<file path="src/rtl/tcap_pkg.sv">
package tcap_pkg;
  localparam int ADDR_W = 3;
  localparam int MAX_CH = 4;
  localparam int CTRL_STRIDE = 4;
  localparam int CTRL_EN_BIT = 2;
  localparam logic [ADDR_W-1:0] A_STAT = 3'd0;
  localparam logic [ADDR_W-1:0] A_IEN  = 3'd1;
  localparam logic [ADDR_W-1:0] A_CTRL = 3'd2;
  localparam logic [1:0] ROUTE_OWN = 2'b01;
endpackage

</file>
<file path="src/rtl/tcap_chan.sv">
module tcap_chan #(
  parameter int CNT_W = 16
) (
  input  logic             clk,
  input  logic             rst_n,
  input  logic             sig_in,
  input  logic             arm,
  input  logic [CNT_W-1:0] cnt_val,
  output logic [CNT_W-1:0] cap_val,
  output logic             cap_hit
);
  logic             prev_q;
  logic [CNT_W-1:0] cap_q, cap_d;

  // Any level change against the last sample counts as an edge.
  always_comb begin
    cap_hit = arm && (sig_in != prev_q);
    cap_d   = cap_q;
    if (cap_hit) cap_d = cnt_val;
  end

  always_ff @(posedge clk or negedge rst_n) begin
    if (!rst_n) begin
      prev_q <= 1'b0;
      cap_q  <= '0;
    end else begin
      prev_q <= sig_in;
      if (cap_hit) cap_q <= cap_d;
    end
  end

  assign cap_val = cap_q;
endmodule

</file>
<file path="src/rtl/tcap_flags.sv">
module tcap_flags #(
  parameter int NFLAG = 5
) (
  input  logic             clk,
  input  logic             rst_n,
  input  logic [NFLAG-1:0] hw_set,
  input  logic             clr_wr,
  input  logic [NFLAG-1:0] clr_data,
  input  logic             ien_wr,
  input  logic [NFLAG-1:0] ien_data,
  output logic [NFLAG-1:0] flags,
  output logic [NFLAG-1:0] ien,
  output logic             irq
);
  logic [NFLAG-1:0] flags_q, flags_d;
  logic [NFLAG-1:0] ien_q, ien_d;
  logic [NFLAG-1:0] kill;

  always_comb begin
    // A zero in the write data kills that flag; hardware sets override.
    kill    = clr_wr ? ~clr_data : '0;
    flags_d = (flags_q & ~kill) | hw_set;
    ien_d   = ien_wr ? ien_data : ien_q;
  end

  always_ff @(posedge clk or negedge rst_n) begin
    if (!rst_n) begin
      flags_q <= '0;
      ien_q   <= '0;
    end else begin
      flags_q <= flags_d;
      if (ien_wr) ien_q <= ien_d;
    end
  end

  assign flags = flags_q;
  assign ien   = ien_q;
  assign irq   = |(flags_q & ien_q);
endmodule

</file>
<file path="src/rtl/tcap_unit.sv">
module tcap_unit
  import tcap_pkg::*;
#(
  parameter int NUM_CH = 4,
  parameter int CNT_W  = 16,
  parameter int DATA_W = 32
) (
  input  logic              clk,
  input  logic              rst_n,
  input  logic [ADDR_W-1:0] bus_addr,
  input  logic              bus_wr,
  input  logic [DATA_W-1:0] bus_wdata,
  output logic [DATA_W-1:0] bus_rdata,
  input  logic [CNT_W-1:0]  cnt_val,
  input  logic              upd_evt,
  input  logic [MAX_CH-1:0] ch_in,
  output logic              irq
);
  localparam int NFLAG = NUM_CH + 1;
  localparam int FULLF = MAX_CH + 1;

  logic [NUM_CH-1:0]       en_q, en_d;
  logic [NUM_CH-1:0][1:0]  route_q, route_d;
  logic [NUM_CH-1:0]       arm;
  logic [NUM_CH-1:0]       cap_hit;
  logic [NUM_CH*CNT_W-1:0] cap_flat;
  logic [MAX_CH-1:0][CNT_W-1:0] cap_arr;
  logic [NFLAG-1:0]        stat_flags, irq_en;
  logic                    ctrl_wr, stat_wr, ien_wr;
  logic [DATA_W-1:0]       ctrl_rd;

  assign ctrl_wr = bus_wr && (bus_addr == A_CTRL);
  assign stat_wr = bus_wr && (bus_addr == A_STAT);
  assign ien_wr  = bus_wr && (bus_addr == A_IEN);

  // Channel control next state
  always_comb begin
    en_d    = en_q;
    route_d = route_q;
    if (ctrl_wr) begin
      for (int i = 0; i < NUM_CH; i++) begin
        route_d[i] = bus_wdata[i*CTRL_STRIDE +: 2];
        en_d[i]    = bus_wdata[i*CTRL_STRIDE + CTRL_EN_BIT];
      end
    end
  end

  always_ff @(posedge clk or negedge rst_n) begin
    if (!rst_n) begin
      en_q    <= '0;
      route_q <= '0;
    end else if (ctrl_wr) begin
      en_q    <= en_d;
      route_q <= route_d;
    end
  end

  for (genvar c = 0; c < MAX_CH; c++) begin : g_ch
    if (c < NUM_CH) begin : g_on
      assign arm[c] = en_q[c] && (route_q[c] == ROUTE_OWN);
      tcap_chan #(.CNT_W(CNT_W)) u_chan (
        .clk     (clk),
        .rst_n   (rst_n),
        .sig_in  (ch_in[c]),
        .arm     (arm[c]),
        .cnt_val (cnt_val),
        .cap_val (cap_arr[c]),
        .cap_hit (cap_hit[c])
      );
      assign cap_flat[c*CNT_W +: CNT_W] = cap_arr[c];
    end else begin : g_off
      assign cap_arr[c] = '0;
    end
  end

  tcap_flags #(.NFLAG(NFLAG)) u_flags (
    .clk      (clk),
    .rst_n    (rst_n),
    .hw_set   ({cap_hit, upd_evt}),
    .clr_wr   (stat_wr),
    .clr_data (bus_wdata[NFLAG-1:0]),
    .ien_wr   (ien_wr),
    .ien_data (bus_wdata[NFLAG-1:0]),
    .flags    (stat_flags),
    .ien      (irq_en),
    .irq      (irq)
  );

  // Read data
  always_comb begin
    ctrl_rd = '0;
    for (int i = 0; i < NUM_CH; i++) begin
      ctrl_rd[i*CTRL_STRIDE +: 2]           = route_q[i];
      ctrl_rd[i*CTRL_STRIDE + CTRL_EN_BIT] = en_q[i];
    end
  end

  always_comb begin
    bus_rdata = '0;
    if (bus_addr[2]) begin
      bus_rdata = DATA_W'(cap_arr[bus_addr[1:0]]);
    end else begin
      case (bus_addr)
        A_STAT:  bus_rdata = DATA_W'(FULLF'(stat_flags));
        A_IEN:   bus_rdata = DATA_W'(FULLF'(irq_en));
        A_CTRL:  bus_rdata = ctrl_rd;
        default: bus_rdata = '0;
      endcase
    end
  end
endmodule

</file>
<file path="config.mk">
export PLATFORM = sky130hd
export DESIGN_NAME = tcap_unit
export DESIGN_NICKNAME = d
export VERILOG_FILES = /design/src/rtl/tcap_pkg.sv /design/src/rtl/tcap_chan.sv /design/src/rtl/tcap_flags.sv /design/src/rtl/tcap_unit.sv
export SDC_FILE = /design/constraint.sdc
export NUM_CORES = 1
export LEC_CHECK = 0
export ABC_AREA = 1
export BUFFER_PORTS_ARGS = -buffer_cell sky130_fd_sc_hd__buf_2
export CAP_MARGIN = 40
export CORE_ASPECT_RATIO = 1.25
export CORE_MARGIN = 2
export CORE_UTILIZATION = 30
export DETAILED_ROUTE_END_ITERATION = 7
export PLACE_DENSITY = 0.46
export REMOVE_ABC_BUFFERS = 1
export SLEW_MARGIN = 15
export SYNTH_ARGS = -nofsm -noshare
export SYNTH_HDL_FRONTEND = slang
export SYNTH_SLANG_ARGS = --single-unit
</file>
<file path="constraint.sdc">
create_clock -name clk -period 2.1 [get_ports clk]
set_clock_uncertainty 0.2 [all_clocks]
set_input_delay 0.42 -clock clk [delete_from_list [all_inputs] [get_ports clk]]
set_output_delay 0.42 -clock clk [all_outputs]
set_load 0.05 [all_outputs]
</file>
==> impl_metrics.tcl <==
set metrics [dict create \
    outcome "complete, no violations" \
    power_density_nw_per_um2 1131 \
    fin_ws_ns 0.07197 \
    crit_slowest_cell "buf_4" \
    routed_via_density 4.531 \
    r2r_start "g_ch[3].g_on.u_chan.prev_q$_DFF_PN0_" \
    synthArstFlopShare_pct 100.0 \
    worstSetupStartpoint "bus_addr[1]" \
    clkLatencyLatePin_ns 0.35 \
    fin_util_pct 37.46 \
    pre_cts_ws_ns -0.06947 \
    rr_worst_depth 4 \
    ys_warn_count 0 \
    netlist-cell-type-count 20 \
    maxCapViolations 0 \
    grt.total_usage_pct 17.43 \
    cp_common_cell "nand2_1" \
    htreeDepth 3 \
    num-fill-cells 1650 \
    syn_inst 648 \
    drtIter0Drc 281 \
    nNetsFinal 783 \
    end_kind "primary output" \
    fin_cells 941 \
    drv_slew 0 \
    drtAntennaViolNets 0 \
    io_buffers 56 \
    crit_buf_inv 4 \
    num_io_pins 92 \
    path_cells "clkbuf_4 > inv_2 > buf_12 > nand2_1 > nand2_1 > nand2_1 > nand2_1 > buf_4" \
    whs_ns 0.01540 \
    rsz0062_at_grt "false" \
    row_count 51 \
    die_y_um 144.4 \
    r2r_setup_slack_ns 0.60 \
    synth.top_cell.area_share_pct 47.62 \
    hpwl_mm 9.927 \
    timing.rr.end "g_ch[3].g_on.u_chan.cap_val[11]$_DFFE_PN0P_" \
    max_freq_ghz 0.4931 \
    crit_cells 8 \
    worst-path-max-fanout 16 \
    grt_max_degree 37 \
    hold_violations 0 \
    first_global_vias 4037 \
    min_period_ns 2.028 \
    grt_pass1_wl_mm 21.94 \
    worstPathArrival_ns 1.41 \
    diodes 0 \
    required_ns 1.48 \
    cts_max_path_buffers 2 \
    totalWireLength_mm 14.10 \
    synthTopCellsByArea "dfrtp_1 (48%), nand2_1 (26%), nand3_1 (10%)" \
    die_width_um 116.3 \
    clk_pin_slew_ns 0.06 \
    synth.most_common_cell "nand2_1" \
    grt_overflow 0 \
    drc 0 \
    cp-endpoint "bus_rdata[5]" \
    drive_above_1_share_pct 17.83 \
    wl_per_cell_um 14.98 \
    cts_buffers 9 \
    path_class "input pin to primary output" \
    synth_seq_area_share_pct 47.62 \
    dieArea_um2 16790 \
    yosys-top-cells-count "nand2_1 (327), nand3_1 (97), dfrtp_1 (90)" \
    cts_tree "yes" \
    p_total_mw 6.571 \
    syn_avg_cell_area_um2 7.299 \
    synth-main-ff-cell "dfrtp_1" \
    synth_seq_cells 90 \
    start_kind "input pin" \
    place_inst 923 \
    synth_edf_count 0 \
    antenna_found_initial 0 \
    vdd_drop_max_v 0.0003175 \
    power.leakage_nw 3.235 \
    netlist_area_um2 4730 \
    place_congestion 0.7726 \
    firstDrtPassIters 6 \
    initial_core_util_pct 30.50 \
    tightest_slew_ns 0.5376 \
    period_share_pct 96.57 \
    yosysTopAreaCell "dfrtp_1" \
    area_growth_pct 22.83 \
    hold_path.class "input pin to flop" \
    relSlewSlack_pct 64.16 \
    core_um2 15510 \
    setup_violations 0 \
    cts_sinks 90 \
    vias 4264 \
    critPathMaxStageDelay_ns 0.20 \
    root_buffer "clkbuf_16" \
    cp_top_family "buffers and inverters" \
]
-- area by class of cell --
type / count / area (µm²) / area share, %
Clock buffer: 11 / 242.7 / 4.178
Sequential cell: 90 / 2252 / 38.77
Tap cell: 212 / 265.3 / 4.566
Timing Repair Buffer: 94 / 719.4 / 12.38
Clock inverter: 5 / 77.57 / 1.335
Multi-Input combinational cell: 486 / 2085 / 35.88
Inverter: 43 / 167.7 / 2.886
-- layer usage --
metal	wire length [µm]	part of all wire, %	track usage, %
met5	0	0	0
met4	313	2.2	7.769
met3	699	5.0	2.137
met2	6941	49	28.24
met1	6141	44	23.30
-- timing repair --
| action | CTS | global route |
|---|---|---|
| cloned | 0 | 1 |
| hold endpoints to repair | 33 | 0 |
| endpoints found under the setup margin | 15 | 13 |
| setup buffers | 0 | 0 |
| gates resized for setup | 17 | 13 |
| hold buffers | 1 | 0 |
-- registers in the layout, summed over array words and instances, names as in the netlist --
name,count
ctrl_rd,8
en_q,4
g_ch.g_on.u_chan.cap_val,64
g_ch.g_on.u_chan.prev_q,4
u_flags.flags,5
u_flags.ien,5
-- worst min-delay path by stage --
stage | slack (ns) | cells past startpoint | end | startpoint
floorplan | -0.08 | 0 | ctrl_rd[0]$_DFFE_PN0P_ | rst_n
global placement | 0.23 | 1 | g_ch[0].g_on.u_chan.cap_val[11]$_DFFE_PN0P_ | rst_n
detailed placement | 0.25 | 1 | g_ch[0].g_on.u_chan.cap_val[7]$_DFFE_PN0P_ | rst_n
CTS | 0.007 | 1 | g_ch[3].g_on.u_chan.prev_q$_DFF_PN0_ | ch_in[3]
global route | 0.007 | 1 | g_ch[3].g_on.u_chan.prev_q$_DFF_PN0_ | ch_in[3]
finish | 0.02 | 1 | g_ch[3].g_on.u_chan.prev_q$_DFF_PN0_ | ch_in[3]
-- placed cells by master (no fill, tap or decap), drive strengths merged --
cell type and instances:
nand2 332, nand3 97, buf 91, dfrtp 90, inv 41, o21ai 17
conb 16, nor2 16, clkbuf 13, xor2 4, a21oi 4, clkinv 4
bufinv 2, clkinvlp 1, dlygate4sd3 1
-- cells by family after synthesis --
group / count (synthesis) / share of synthesized area, %
XOR/XNOR: 4 / 1.376
buffers and inverters: 87 / 9.603
flip-flops: 90 / 47.62
other: 1 / 0.07929
AO/OA/AOI/OAI: 21 / 2.222
AND/OR/NAND/NOR: 445 / 39.10
-- power by group --
part / total, mW / internal, mW / switching [mW]
clock: 1.78 / 1.07 / 0.708
sequential: 2.77 / 2.40 / 0.375
combinational: 2.02 / 0.713 / 1.31
total: 6.57 / 4.18 / 2.39
-- stage by stage --
stage | cell area (µm²) | TNS (ns)
2_1_floorplan | 4493 | -0.4539
3_3_place_gp | 5374 | -0.4100
3_5_place_dp | 5374 | -0.5217
4_1_cts | 5749 | -0.008747
5_1_grt | 5809 | 0
6_report | 5809 | 0
-- worst reg2reg max path: stages (launching register included) --
cell and delay (ns):
dfrtp_1 0.40, xor2_2 0.36, buf_4 0.30, nand3_1 0.11
nand2_1 0.08
Note: power is estimated with default switching activity, not from simulation.
